==> src/rtl/sm3x_pkg.sv <==
package sm3x_pkg;
  localparam int WORD_W = 32;
  typedef logic [WORD_W-1:0] word_t;

  // strobes from control to datapath
  typedef struct packed {
    logic loadEn;
    logic shiftEn;
  } sm3x_ctrl_t;

  function automatic word_t rotl(input word_t x, input int n);
    return (x << n) | (x >> (WORD_W - n));
  endfunction

  function automatic word_t permP1(input word_t x);
    return x ^ rotl(x, 15) ^ rotl(x, 23);
  endfunction
endpackage

==> src/rtl/sm3x_ctrl.sv <==
module sm3x_ctrl
  import sm3x_pkg::*;
#(
  parameter int NUM_ROUNDS = 64,
  localparam int RND_W = $clog2(NUM_ROUNDS)
) (
  input  logic             clk,
  input  logic             rstN,
  input  logic             load,
  input  logic             next,
  output sm3x_ctrl_t       ctrl,
  output logic             outValid,
  output logic [RND_W-1:0] roundIdx
);
  localparam logic [RND_W-1:0] LAST_RND = RND_W'(NUM_ROUNDS - 1);

  logic atLast;
  assign atLast = (roundIdx == LAST_RND);

  always_comb begin
    ctrl.loadEn  = load;
    ctrl.shiftEn = !load && next && outValid && !atLast;
  end

  always_ff @(posedge clk) begin
    if (!rstN) begin
      outValid <= 1'b0;
      roundIdx <= '0;
    end else if (ctrl.loadEn) begin
      outValid <= 1'b1;
      roundIdx <= '0;
    end else if (ctrl.shiftEn) begin
      roundIdx <= roundIdx + 1'b1;
    end
  end
endmodule

==> src/rtl/sm3x_datapath.sv <==
module sm3x_datapath
  import sm3x_pkg::*;
#(
  parameter int NUM_WORDS = 16,
  parameter int LEAD      = 4,
  localparam int BLOCK_W  = WORD_W * NUM_WORDS
) (
  input  logic               clk,
  input  logic               rstN,
  input  sm3x_ctrl_t         ctrl,
  input  logic [BLOCK_W-1:0] blockIn,
  output word_t              wordW,
  output word_t              wordWp
);
  // window slot k holds W[j+k]; taps for W[j+16]
  localparam int TAP16 = NUM_WORDS - 16;
  localparam int TAP13 = NUM_WORDS - 13;
  localparam int TAP9  = NUM_WORDS - 9;
  localparam int TAP6  = NUM_WORDS - 6;
  localparam int TAP3  = NUM_WORDS - 3;

  word_t win [NUM_WORDS];
  word_t newWord;

  assign newWord = permP1(win[TAP16] ^ win[TAP9] ^ rotl(win[TAP3], 15))
                 ^ rotl(win[TAP13], 7) ^ win[TAP6];

  for (genvar k = 0; k < NUM_WORDS; k++) begin : g_slot
    word_t shiftIn;
    if (k == NUM_WORDS - 1) begin : g_top
      assign shiftIn = newWord;
    end else begin : g_mid
      assign shiftIn = win[k+1];
    end

    always_ff @(posedge clk) begin
      if (!rstN)             win[k] <= '0;
      else if (ctrl.loadEn)  win[k] <= blockIn[BLOCK_W-1-k*WORD_W -: WORD_W];
      else if (ctrl.shiftEn) win[k] <= shiftIn;
    end
  end

  assign wordW  = win[0];
  assign wordWp = win[0] ^ win[LEAD];
endmodule

==> src/rtl/sm3_msg_expand.sv <==
module sm3_msg_expand
  import sm3x_pkg::*;
#(
  parameter int NUM_WORDS  = 16,
  parameter int NUM_ROUNDS = 64,
  parameter int LEAD       = 4,
  localparam int BLOCK_W   = WORD_W * NUM_WORDS,
  localparam int RND_W     = $clog2(NUM_ROUNDS)
) (
  input  logic               clk,
  input  logic               rstN,
  input  logic               load,
  input  logic [BLOCK_W-1:0] blockIn,
  input  logic               next,
  output logic               outValid,
  output logic [RND_W-1:0]   roundIdx,
  output logic [WORD_W-1:0]  wordW,
  output logic [WORD_W-1:0]  wordWp
);
  sm3x_ctrl_t ctrl;

  sm3x_ctrl #(.NUM_ROUNDS(NUM_ROUNDS)) ctrl_i (
    .clk(clk), .rstN(rstN), .load(load), .next(next),
    .ctrl(ctrl), .outValid(outValid), .roundIdx(roundIdx)
  );

  sm3x_datapath #(.NUM_WORDS(NUM_WORDS), .LEAD(LEAD)) dp_i (
    .clk(clk), .rstN(rstN), .ctrl(ctrl), .blockIn(blockIn),
    .wordW(wordW), .wordWp(wordWp)
  );
endmodule

==> config.mk <==
export PLATFORM = sky130hd
export DESIGN_NAME = sm3_msg_expand
export DESIGN_NICKNAME = d
export VERILOG_FILES = /design/src/rtl/sm3x_pkg.sv /design/src/rtl/sm3x_ctrl.sv /design/src/rtl/sm3x_datapath.sv /design/src/rtl/sm3_msg_expand.sv
export SDC_FILE = /design/constraint.sdc
export NUM_CORES = 1
export LEC_CHECK = 0
export BUFFER_PORTS_ARGS = -buffer_cell sky130_fd_sc_hd__buf_2
export CORE_MARGIN = 2
export CORE_UTILIZATION = 49
export CTS_CLUSTER_DIAMETER = 40
export CTS_CLUSTER_SIZE = 14
export DETAILED_ROUTE_END_ITERATION = 10
export GPL_ROUTABILITY_DRIVEN = 0
export HOLD_SLACK_MARGIN = 0.08
export PLACE_DENSITY = 0.78
export SLEW_MARGIN = 20
export SYNTH_ARGS = -nofsm -noshare
export SYNTH_HDL_FRONTEND = slang
export SYNTH_SLANG_ARGS = --single-unit
==> constraint.sdc <==
create_clock -name clk -period 9.3 [get_ports clk]
set_input_delay 1.86 -clock clk [delete_from_list [all_inputs] [get_ports clk]]
set_output_delay 1.86 -clock clk [all_outputs]
set_load 0.02 [all_outputs]
# [After elaboration in Yosys (flattened, before gate mapping)]
# Memory sizes are Yosys's and may differ from the RTL's.
# Index checks and enable logic that the tools add are counted.
[classes] n_reduce_logical=6 n_mux=40 addsub=1 bitwise_logic=44 n_eq_ne=1
[op_table] cell="$mux W32" count=32
[op_table] cell="$xor A32 B32 Y32" count=7
[op_table] cell="$or A32 B15 Y32" count=2
[op_table] cell="$or A1 B1 Y1" count=32
[op_table] cell="$or A32 B23 Y32" count=1
[op_table] cell="$or A32 B7 Y32" count=1
[op_table] cell="$mux W1" count=8
[op_table] cell="$add A6 B1 Y6 const B" count=1
[op_table] cell="$eq A6 B6 Y1 const B" count=1
[op_table] cell="$logic_and A1 B1 Y1" count=3
[op_table] cell="$logic_not A1 Y1" count=2
[op_table] cell="$reduce_or A2 Y1" count=1
[op_table] cell="$not A1 Y1" count=1
[word_totals] ff_bits=7 out_inout_bits=71 elab_cells=95 inputBits=516 ramBits=512 mem_count=1
[mem_list] name="dp_i.win" depth=16 word_bits=32 rd=16 rd_clocked_by_memory_dff=0 wr=16 line="sm3x_datapath.sv:22" source="word_t win [NUM_WORDS];"

# [Depth between registers and ports, before layout]
# Gate-level depths: netlist of run 1.
[depth] ltp_word=9 depth_mapped=8 mapped_depth_nobuf=4

# [Cells and area by module]
# Synthesis of run 1 repeated with hierarchy kept, for this count alone.
[hier_totals] cells_unflattened=1373 area_unflattened_um2=23077.1
[by_module_without_submodules] mod="sm3x_datapath" n_inst=1 area_per_inst_um2=22699.3 seq_area_each_um2=15374.7 cells_each=1334
[by_module_without_submodules] mod="sm3x_ctrl" n_inst=1 area_per_inst_um2=377.9 seq_area_each_um2=140.1 cells_each=39

# [Least setup slack after synthesis of run 1]
# Ideal clock, no wire load.
[synth_timing] path_kind="input port to flip-flop" startpoint="in load" endpoint="mem dp_i.win[0][0] (netlist bit) (enable)" path_slack_ns=0.214 n_path_buf=4 arrival_time_ns=8.438 cell_stages=7 cell_sequence="buf_2 -> nand3b_4 -> a31oi_1 -> buf_4 -> buf_6 -> buf_6 -> or2_2"
[synth_rtl] item="start: declaration" line="sm3_msg_expand.sv:12" source="input logic load,"
[synth_rtl] item="end: declaration" line="sm3x_datapath.sv:22"

==> impl_metrics.csv, run 1 <==
group,metric,value,unit
clock_network,cts_buffers,76,
run,drv_cap,0,
sta,worst_slew_pin_slew,1190,ps
sta,final-max-slew-violation-count,0,
final_layout,n_fill_cell,4035,
clock_network,cts_hold_buffers,0,
sta,rsz0062_at_grt,"no",
placed_design,place_area,28700,sq um
final_layout,multi_input_area,9240,sq um
clock_network,cts_root_buf,"clkbuf_16",
placed_design,hpwl,65900,microns
logic_synthesis,ys_seq_area_share,60.7,%
critical_path,critPathArrivalTime,5590,ps
detailed_routing,ant_nets,0,
clock_network,cts_buffer_depth,3,
clock_network,cts_setup_buffers,0,
detailed_routing,drtPass1Iterations,6,
clock_network,cts_tree,"yes",
floorplanning,die_w,232,microns
final_layout,drive_gt1_share,29.2,%
floorplanning,row_count,83,
final_layout,syn_to_final_growth,22.3,%
detailed_routing,totalWireLength,89900,microns
critical_path,critPathLaunchType,"input port",
floorplanning,ios,587,
min_path,min_from,"ctrl_i.outValid",
global_route,grt_pass1_wl,124000,microns
logic_synthesis,ys_ff_latch,519,
global_route,grt_use_total,32.5,%
logic_synthesis,netlist_instances,1937,
logic_synthesis,netlist_area,25600,sq um
critical_path,critical_path_required,9700,ps
global_route,overflow,0,
sta,fin_crit,5200,ps
detailed_routing,post_drt_wl_per_cell,28.1,microns
power,power_density,218,nW/um^2
placed_design,dp_cells,3048,
floorplanning,dieArea,54000,sq um
critical_path,cp-end-kind,"register",
floorplanning,coreArea,51500,sq um
min_path,hp-class,"reg -> reg",
detailed_routing,drt_iter0_markers,2727,
final_layout,design_area,31300,sq um
final_layout,final_util,60.7,%
final_layout,mostFrequentLayoutCells,"buf_2 (584), edfxtp_1 (512), a22oi_1 (480), nor2b_1 (480), xnor2_1 (130)",
clock_network,cts_resized,0,
logic_synthesis,synth.distinct_cells,31,
power,ir_worst_vdd,0.167,mV
final_layout,ff_latch_area,15500,sq um
critical_path,startpoint,"load",
clock_network,cts.sinks,519,
global_route,first_global_vias,18200,
critical_path,reg2reg_from,"ctrl_i.roundIdx[0]",
status,status,"completed",
logic_synthesis,syn_nets,2454,
sta,final-hold-violation-count,0,
floorplanning,fp.dieH,232,microns
sta,maxSlewHeadroom,20.5,%
sta,period_share,55.9,%
critical_path,critPathMaxFanout,195,
global_route,grt_max_degree,208,
logic_synthesis,ys_warn_count,0,
placed_design,port_buffers,586,
sta,setup_viol,0,
final_layout,final_common_cell,"buf_2",
final_layout,layout.cells.non_filler,3201,
floorplanning,start_util,49.7,%
clock_network,cts_htree_levels,3,
sta,fin_tns_setup,0,ps
clock_network,insertion_delay,620,ps
detailed_routing,vias,19000,
sta,skew,25.0,ps
global_route,antenna_found_initial,32,
critical_path,worst-setup-path-type,"in -> reg",
detailed_routing,viasPerCell,5.95,
final_layout,nets,2963,
detailed_routing,drcViolationCount,0,
clock_network,clk_pin_slew,60,ps
logic_synthesis,syn_avg_cell_area,13.2,sq um
sta,max_freq,192,MHz
power,p_leak,0.0120,uW
## layer usage
layer / share of wire, % / vias to the layer above / track usage [%] / routed length, microns
li1: - / 8340 / - / -
met1: 39 / 9289 / 43.3 / 34800
met2: 47 / 1204 / 51.3 / 42100
met3: 11 / 175 / 9.11 / 9910
met4: 3.2 / 36 / 11.0 / 2860
met5: 0.26 / - / 0 / 238
## worst max-delay path: stages
cell and delay, ps:
buf_8 230, nand3b_4 280, a31oi_4 150, buf_4 760, buf_12 510, nand2_1 910, o21ai_0 480
## Yosys cell counts, drive strengths merged
cell | number | area share (%)
edfxtp | 512 | 60
a22oi | 480 | 14
nor2b | 480 | 12
xnor2 | 130 | 4.5
clkbuf | 114 | 1.7
buf | 56 | 1.6
nand2 | 35 | 0.51
o21ai | 32 | 0.63
xnor3 | 32 | 2.8
xor2 | 32 | 1.1
dfxtp | 7 | 0.55
nor2 | 5 | 0.073
a21oi | 2 | 0.039
nand3 | 2 | 0.039
nand3b | 2 | 0.11
nor3 | 2 | 0.039
nor4 | 2 | 0.049
or2 | 2 | 0.049
a211oi | 1 | 0.029
a21bo | 1 | 0.039
a311oi | 1 | 0.034
a31oi | 1 | 0.024
and2 | 1 | 0.024
and3 | 1 | 0.024
ha | 1 | 0.049
mux2i | 1 | 0.039
nand2b | 1 | 0.024
o21a | 1 | 0.029
## flip-flops by register name (all words and copies together) (netlist names)
name,flops
ctrl_i.roundIdx,6
ctrl_i.outValid,1
dp_i.win,512
## report_power, final
part | internal (uW) | switching, uW | total, uW | leakage [uW]
clock | 1730 | 1110 | 2850 | 0.00121
sequential | 2780 | 162 | 2940 | 0.00572
combinational | 435 | 581 | 1020 | 0.00510
## cell families after synthesis
logic type      after synthesis  synth area share, %
flops                       519                 60.7
simple gates                533                 12.7
fa+ha+maj                     1               0.0489
xor+xnor                    194                 8.37
buf+inv                     170                 3.29
compound gates              519                 14.9
mux                           1               0.0391
## worst paths after layout
kind,endpoint,slack (ps),cells after the start
hold / removal,ctrl_i.outValid,560,1
setup reg to reg,dp_i.win[15][26],5200,6
setup / recovery,dp_i.win[15][26],4100,7
hold reg to reg,ctrl_i.outValid,560,1
## cell type report
class | instances | share of cell area, %
diodes | 14 | 0.112
clock buffers | 88 | 6.36
clock inverters | 51 | 1.73
multi-input cells | 1248 | 29.5
flip-flops and latches | 519 | 49.6
well taps | 680 | 2.72
repair buffers | 601 | 9.97
## per-stage QoR
step	worst slack, ps	hold WS [ps]	power (uW)
after global routing	4010	605	7000
final	4100	563	6810
after CTS	4290	556	6810
after global placement	3920	494	3970
after detailed placement	3700	543	3980
after floorplan	214	558	3530
No activity file was read; power rests on OpenSTA's default activity.
==> inputs of run 2 (changes only) <==
--- a/config.mk
+++ b/config.mk
@@ -6,11 +6,11 @@
 export NUM_CORES = 1
 export LEC_CHECK = 0
 export BUFFER_PORTS_ARGS = -buffer_cell sky130_fd_sc_hd__buf_2
-export CORE_MARGIN = 2
-export CORE_UTILIZATION = 49
+export CORE_AREA = 2 2 226 228
 export CTS_CLUSTER_DIAMETER = 40
 export CTS_CLUSTER_SIZE = 14
 export DETAILED_ROUTE_END_ITERATION = 10
+export DIE_AREA = 0 0 228 230
 export GPL_ROUTABILITY_DRIVEN = 0
 export HOLD_SLACK_MARGIN = 0.08
 export PLACE_DENSITY = 0.78
==> constraint.sdc (replaced) <==
create_clock -name clk -period 4.94 [get_ports clk]
set_input_delay 0.988 -clock clk [delete_from_list [all_inputs] [get_ports clk]]
set_output_delay 0.988 -clock clk [all_outputs]
set_load 0.02 [all_outputs]
==> impl_metrics.csv, run 2 (synthesis gave the netlist of run 1 again) <==
group,metric,value,unit
status,status,"completed",
final_layout,mostFrequentLayoutCells,"buf_2 (584), edfxtp_1 (512), a22oi_1 (480), nor2b_1 (480), xnor2_1 (130)",
sta,rsz0062_at_grt,"no",
critical_path,cp_slowest_cell,"nand2_1",
sta,fin_crit,3110,ps
critical_path,critPathLaunchType,"input port",
final_layout,final_util,62.7,%
run,drv_cap,0,
clock_network,cts_tree,"yes",
critical_path,max_stage_delay,770,ps
sta,holdWs,562,ps
power,p_seq_share,43.6,%
sta,final-hold-violation-count,0,
placed_design,post-place-ws,1250,ps
final_layout,layout.cells.non_filler,3188,
critical_path,critPathArrivalTime,3520,ps
clock_network,cts_resized,0,
sta,period_share,62.9,%
detailed_routing,drcViolationCount,0,
sta,setup_viol,0,
placed_design,place_area,28800,sq um
clock_network,cts_buffer_depth,3,
final_layout,drive_gt1_share,29.3,%
power,switchingPower,3470,uW
global_route,antenna_found_initial,24,
power,p_int,9240,uW
floorplanning,fp.dieH,230,microns
power,ir_worst_vdd,0.255,mV
critical_path,critical_path_required,5350,ps
sta,max_freq,322,MHz
power,comb_power_share,14.9,%
placed_design,port_buffers,586,
floorplanning,die_w,228,microns
power,switching_share,27.3,%
detailed_routing,vias,19100,
clock_network,cts_hold_buffers,0,
floorplanning,row_count,82,
final_layout,reg_top3,"dp_i.win: 512 flops, ctrl_i.roundIdx: 6 flops, ctrl_i.outValid: 1 flops",
clock_network,clk_pin_slew,60,ps
detailed_routing,totalWireLength,89000,microns
clock_network,cts_buffers,74,
clock_network,cts_setup_buffers,0,
final_layout,largest_reg_flops,512,
critical_path,path_cells,"buf_8, nand3b_4, a31oi_4, buf_12, nand2_1, o21ai_0",
placed_design,hpwl,64900,microns
power,p_leak,0.0121,uW
detailed_routing,drtPass1Iterations,6,
critical_path,critPathMaxFanout,102,
global_route,overflow,0,
detailed_routing,ant_nets,0,
global_route,grt_max_degree,249,
critical_path,cp-end-kind,"register",
floorplanning,ios,587,
global_route,first_global_vias,18200,
sta,fin_ws,1830,ps
final_layout,design_area,31300,sq um
min_path,hp-class,"reg -> reg",
final_layout,final_common_cell,"buf_2",
sta,skew,25.5,ps
final_layout,top_register,"dp_i.win",
sta,maxSlewHeadroom,29.5,%
final_layout,syn_to_final_growth,22.3,%
clock_network,cts.sinks,519,
clock_network,insertion_delay,620,ps
clock_network,cts_htree_levels,3,
floorplanning,start_util,51.3,%
placed_design,dp_cells,3045,
floorplanning,coreArea,49900,sq um
floorplanning,dieArea,52400,sq um
detailed_routing,drt_iter0_markers,2814,
power,p_clk_share,41.5,%
power,power_density,407,nW/um^2
final_layout,nets,2966,
detailed_routing,post_drt_wl_per_cell,27.9,microns
clock_network,cts_root_buf,"clkbuf_16",
sta,worst_slew_pin_slew,1050,ps
global_route,grt_use_total,33.0,%
global_route,grt_pass1_wl,124000,microns
sta,final-max-slew-violation-count,0,
critical_path,worst-setup-path-type,"in -> reg",
detailed_routing,viasPerCell,5.99,
-- run 2: through the flow --
| step | total power [uW] | setup TNS (ps) |
|---|---|---|
| after floorplan | 6630 | -389070 |
| after global placement | 7450 | 0 |
| after detailed placement | 7480 | 0 |
| after CTS | 12700 | 0 |
| after global routing | 13000 | 0 |
| final | 12700 | 0 |
-- run 2: cell type report --
cell class                 instances  area [sq um]
clock inverter                    51           578
fill                            3788         18600
clock buffer                      83          1890
sequential                       519         15500
timing repair buffer             606          3200
antenna                            9          22.5
tap                              672           841
multi-input combinational       1248          9240
-- run 2: worst max-delay path: cells and delay by family --
kind | cells | cell delay [ps]
compound gates | 2 | 710
buf+inv | 2 | 600
simple gates | 2 | 1060
-- run 2: routing by layer --
metal | wire length, microns | global-route usage (%)
met4 | 2420 | 9.19
met3 | 8940 | 8.71
met2 | 42000 | 52.5
met1 | 35500 | 44.8
met5 | 184 | 0
-- run 2: path summary, 6_finish.rpt --
path / start / end / slack, ps / depth (start not counted)
max: load / dp_i.win[15][12] / 1830 / 6
min: ctrl_i.outValid / ctrl_i.outValid / 560 / 1
max reg2reg: ctrl_i.roundIdx[0] / dp_i.win[15][12] / 2090 / 5
min reg2reg: ctrl_i.outValid / ctrl_i.outValid / 560 / 1
-- run 2: power by group through the flow --
stage | Combinational (uW) | Clock [uW] | Sequential (uW)
2_1_floorplan | 1150 | 0 | 5480
3_3_place_gp | 1840 | 0 | 5610
3_5_place_dp | 1860 | 0 | 5620
4_1_cts | 1880 | 5310 | 5540
5_1_grt | 2000 | 5490 | 5560
6_report | 1900 | 5280 | 5540
